File: src/rtl/ser_ldr_pkg.sv
package ser_ldr_pkg;

    // Registered output state of the loader
    typedef struct packed {
        logic stb_prev;   // previous synchronised strobe, for edge detect
        logic wr_n;       // write pulse to DAC register
        logic xfer_n;     // D/A latch transfer enable
        logic sdat;       // serial data bit presented with the write
        logic clr_n;      // DAC clear
        logic done;       // transfer completed pulse
    } ldr_state_t;

    localparam ldr_state_t LDR_RESET = '{
        stb_prev: 1'b0,
        wr_n:     1'b1,
        xfer_n:   1'b1,
        sdat:     1'b0,
        clr_n:    1'b0,
        done:     1'b0
    };

endpackage

File: src/rtl/sync_chain.sv
module sync_chain #(
    parameter int STAGES = 2,
    parameter int WIDTH  = 1
) (
    input  logic             clk,
    input  logic             rst_n,
    input  logic [WIDTH-1:0] async_i,
    output logic [WIDTH-1:0] sync_o
);

    logic [WIDTH-1:0] stg_d [STAGES];
    logic [WIDTH-1:0] stg_q [STAGES];

    genvar g;
    generate
        for (g = 0; g < STAGES; g++) begin : g_stage
            if (g == 0) begin : g_first
                always_comb stg_d[g] = async_i;
            end else begin : g_rest
                always_comb stg_d[g] = stg_q[g-1];
            end

            always_ff @(posedge clk or negedge rst_n) begin
                if (!rst_n) stg_q[g] <= '0;
                else        stg_q[g] <= stg_d[g];
            end
        end
    endgenerate

    assign sync_o = stg_q[STAGES-1];

endmodule

File: src/rtl/frame_counter.sv
module frame_counter #(
    parameter int WORD_BITS = 16,
    localparam int CNT_W    = $clog2(WORD_BITS)
) (
    input  logic             clk,
    input  logic             rst_n,
    input  logic             clr_i,
    input  logic             inc_i,
    output logic [CNT_W-1:0] count_o,
    output logic             carry_o
);

    localparam logic [CNT_W-1:0] LAST = CNT_W'(WORD_BITS - 1);

    logic [CNT_W-1:0] cnt_d, cnt_q;

    always_comb begin
        cnt_d = cnt_q;
        if (clr_i) begin
            cnt_d = '0;
        end else if (inc_i) begin
            cnt_d = (cnt_q == LAST) ? '0 : cnt_q + 1'b1;
        end
    end

    always_ff @(posedge clk or negedge rst_n) begin
        if (!rst_n) cnt_q <= '0;
        else        cnt_q <= cnt_d;
    end

    assign count_o = cnt_q;
    // Terminal carry: the increment that completes a word
    assign carry_o = inc_i && !clr_i && (cnt_q == LAST);

endmodule

File: src/rtl/serial_frame_loader.sv
module serial_frame_loader
    import ser_ldr_pkg::*;
#(
    parameter int WORD_BITS   = 16,
    parameter int SYNC_STAGES = 2
) (
    input  logic clk,
    input  logic rst_n,
    input  logic ser_data_i,
    input  logic ser_strobe_i,
    input  logic ser_reset_i,
    output logic dac_sdata_o,
    output logic dac_wr_n_o,
    output logic dac_lo_en_n_o,
    output logic dac_hi_en_n_o,
    output logic dac_xfer_n_o,
    output logic dac_clr_n_o,
    output logic word_done_o
);

    localparam int CNT_W = $clog2(WORD_BITS);
    localparam int IN_W  = 3;

    logic [IN_W-1:0]  raw_in;
    logic [IN_W-1:0]  syn_in;
    logic             rst_s, stb_s, dat_s;
    logic             stb_rise, fire;
    logic [CNT_W-1:0] bit_cnt;
    logic             word_carry;

    ldr_state_t st_d, st_q;

    assign raw_in = {ser_reset_i, ser_strobe_i, ser_data_i};

    sync_chain #(
        .STAGES (SYNC_STAGES),
        .WIDTH  (IN_W)
    ) u_sync (
        .clk     (clk),
        .rst_n   (rst_n),
        .async_i (raw_in),
        .sync_o  (syn_in)
    );

    assign rst_s = syn_in[2];
    assign stb_s = syn_in[1];
    assign dat_s = syn_in[0];

    assign stb_rise = stb_s && !st_q.stb_prev;
    assign fire     = stb_rise && !rst_s;

    frame_counter #(
        .WORD_BITS (WORD_BITS)
    ) u_cnt (
        .clk     (clk),
        .rst_n   (rst_n),
        .clr_i   (rst_s),
        .inc_i   (fire),
        .count_o (bit_cnt),
        .carry_o (word_carry)
    );

    always_comb begin
        st_d          = st_q;
        st_d.stb_prev = stb_s;
        st_d.wr_n     = !fire;
        st_d.xfer_n   = !(fire && word_carry);
        st_d.sdat     = fire ? dat_s : st_q.sdat;
        st_d.clr_n    = !rst_s;
        st_d.done     = !st_q.xfer_n;
    end

    always_ff @(posedge clk or negedge rst_n) begin
        if (!rst_n) st_q <= LDR_RESET;
        else        st_q <= st_d;
    end

    assign dac_sdata_o   = st_q.sdat;
    assign dac_wr_n_o    = st_q.wr_n;
    assign dac_xfer_n_o  = st_q.xfer_n;
    assign dac_clr_n_o   = st_q.clr_n;
    assign word_done_o   = st_q.done;
    assign dac_lo_en_n_o = 1'b0;
    assign dac_hi_en_n_o = 1'b0;

endmodule

File: config.mk
export PLATFORM = sky130hd
export DESIGN_NAME = serial_frame_loader
export DESIGN_NICKNAME = d
export VERILOG_FILES = /design/src/rtl/ser_ldr_pkg.sv /design/src/rtl/sync_chain.sv /design/src/rtl/frame_counter.sv /design/src/rtl/serial_frame_loader.sv
export SDC_FILE = /design/constraint.sdc
export NUM_CORES = 1
export LEC_CHECK = 0
export ABC_AREA = 1
export BUFFER_PORTS_ARGS = -buffer_cell sky130_fd_sc_hd__buf_2
export CORE_AREA = 4 4 41 43
export DETAILED_ROUTE_END_ITERATION = 8
export DIE_AREA = 0 0 45 47
export PLACE_DENSITY = 0.72
export SYNTH_ARGS = -nofsm -noshare
export SYNTH_HDL_FRONTEND = slang
export SYNTH_SLANG_ARGS = --single-unit
File: constraint.sdc
create_clock -name clk -period 1.3 [get_ports clk]
set_clock_uncertainty 0.05 [all_clocks]
set_input_delay 0.26 -clock clk [delete_from_list [all_inputs] [get_ports clk]]
set_output_delay 0.26 -clock clk [all_outputs]
set_load 0.02 [all_outputs]
==> flow_summary.toml <==
[status]
status = "completed"

[power]
switching_power_mw = 0.198
p_leak_nw = 0.355
p_clk_share_pct = 30.6
peakVddDrop_uv = 821
power_mw = 0.857
pwr-share-comb_pct = 7.4
powerDensity_nw_per_um2 = 1250
p_seq_share_pct = 62.0
p_int_mw = 0.659
switching_share_pct = 23.1

[yosys]
synth-seq-cells = 16
synth_flop_cell = "dfrtp_1"
synthTopCellsByCount = "dfrtp_1 (14), nand2_1 (12), inv_1 (5), nand3_1 (5)"
seq_area_frac_synth_pct = 68.1
yosys.area.top_type = "dfrtp_1"
ys_warn_count = 0
synth_area_leaders = "dfrtp_1 (59%), dfstp_2 (8.9%), nand2_1 (7.6%)"
netlist_area_um2 = 592
yosysMostFrequentCell = "dfrtp_1"
ys_async_sr_fraction_pct = 100
synth-edff-count = 0
netlist.area_leader.share_pct = 59.2
synth_cell_type_count = 16
syn_area_per_cell_um2 = 11.6
synthCells = 51

[drt]
via_count = 358
drt_pass1_iterations = 2
routedWlPerCell_um = 10.3
via_per_inst = 4.53
ant_nets = 0
drc = 0
drt_iter0_markers = 8
drt-total-wl_um = 816

[clock_tree]
root_buffer = "clkbuf_4"
cts_tree = "done"
postCtsSetupBuffers = 0
clk_pin_slew_worst_paths_ns = 0.08
cts_buffer_depth = 2
ctsHtreeMaxLevel = 1
cts_sinks = 16
clk_latency_ns = 0.28
cts_buffers = 3

[placement]
preCtsSetupSlack_ns = 0.178
dpl.cell_count = 74
portBuffers = 9
place_hpwl_um = 596
detailed_place.area_um2 = 644
place.gp.congestion = 0.710

[floorplanning]
core_um2 = 1300
row_count = 13
ios = 12
die_h_um = 47
start_util_pct = 45.5
die_x_um = 45
die_area_um2 = 2120

[worst_hold_path]
hold_depth = 1
hold_end = "u_sync.stg_d[0]$_DFF_PN0_"
hold_start = "ser_data_i"
holdCritPathClass = "input pin to register"

[global_route]
grt_usage_pct = 9.45
grt_pass1_vias = 313
antenna_found_initial = 0
grt_pass1_wl_mm = 1.28
grt-ovfl-total = 0
grt_max_degree = 17

[timing]
maxSlewViolCount = 0
fin_setup_tns_ns = 0
fmax_mhz = 795
rsz0062_at_grt = "false"
fin_crit_sh_pct = 96.7
timing.final.ws_setup_ns = 0.0429
final-setup-viol-count = 0
hold_violations = 0
finalCriticalPeriod_ns = 1.26

[critical_path]
worst_setup_path_end_kind = "primary output"
cp.required_ns = 0.99
cp.arrival_ns = 0.95
critPathLaunchType = "register"
max_stage_delay_ns = 0.52
critical_path_class = "register to primary output"
worstPathMaxFanout = 1
reg2reg_to = "u_cnt.count_o[0]$_DFFE_PN0P_"
rr_worst_depth = 6
rrSetupSlack_ns = 0.17
r2r-start = "u_cnt.count_o[0]$_DFFE_PN0P_"
worst-path-buf-inv = 1
crit_family = "flip-flops"
slowest_stage = "dfstp_2"
path_cells = "buf_2"

[cells_and_area]
finalInstanceArea_um2 = 683
multi_input_area_um2 = 154
syn_to_final_growth_pct = 15.4
fin_nets = 71
finalNonFillerCells = 79
diodes = 0
n_fill_cell = 122
drive_above_1_share_pct = 29.7
sequential_cell_area_um2 = 403

[job]
cap_viol_max_count = 0
[worst max path at each step]
stage,start,end,cells after the start
finish,dac_wr_n_o$_DFF_PN1_,dac_wr_n_o,1
global placement,u_cnt.count_o[0]$_DFFE_PN0P_,u_cnt.count_o[0]$_DFFE_PN0P_,6
CTS,dac_xfer_n_o$_DFF_PN1_,dac_xfer_n_o,1
detailed placement,u_cnt.count_o[0]$_DFFE_PN0P_,u_cnt.count_o[0]$_DFFE_PN0P_,6
global route,dac_wr_n_o$_DFF_PN1_,dac_wr_n_o,1
floorplan,u_cnt.count_o[0]$_DFFE_PN0P_,u_cnt.count_o[2]$_DFFE_PN0P_,4
[area by class of cell]
cell class	instances	share of cell area, %
inverter	6	3.48
timing repair buffer	10	8.42
sequential	16	59.0
multi-input combinational	28	22.5
tap	15	2.75
clock buffer	4	3.85
[power groups by stage]
stage / combinational, mW / clock (mW) / sequential, mW
finish: 0.0637 / 0.262 / 0.531
global route: 0.0727 / 0.295 / 0.535
CTS: 0.0650 / 0.272 / 0.532
detailed placement: 0.0623 / 0 / 0.541
global placement: 0.0625 / 0 / 0.540
floorplan: 0.0304 / 0 / 0.550
[state kept, by name, indices dropped and copies added (netlist names)]
signal and flops:
word_done_o 1, u_sync.stg_d 3, st_q 1, u_sync.sync_o 3
dac_xfer_n_o 1, u_cnt.count_o 4, dac_clr_n_o 1, dac_wr_n_o 1
dac_sdata_o 1
[logic make-up after synthesis]
logic type,Yosys count,share of synthesized area (%)
buf+inv,8,6.55
fa+ha+maj,1,2.11
flops,16,68.1
simple gates,23,20.9
compound gates,2,1.69
other cells,1,0.634
[what timing repair did]
item	in CTS	in global routing
endpoints found under the setup margin	0	1
hold buffers	1	0
gates resized for setup	0	1
endpoints found under the hold margin	14	0
[layer usage]
layer	part of all wire (%)	wire (um)	vias up	track usage, %
li1	-	-	183	-
met1	46	377	162	10.7
met2	44	362	11	13.0
met5	0	0	-	0
met4	1.5	12	0	5.26
met3	7.7	63	2	6.90
[metrics by stage]
step / utilization (%) / hold WS (ns)
2_1_floorplan: - / -0.0856
3_3_place_gp: 49.5 / 0.132
3_5_place_dp: 49.5 / 0.132
4_1_cts: 52.3 / 0.0191
5_1_grt: 52.5 / 0.00257
6_report: 52.5 / 0.0297
[cells in the final DEF, fill, tap and decap left out, types with 2 or more instances in the layout]
cell type and n:
o21ai_1 2, conb_1 2, buf_2 8, clkbuf_4 3
dfrtp_1 14, nand2_1 12, dfstp_2 2, nand3_1 5
inv_1 5
Note: power is estimated with default switching activity, not from simulation.
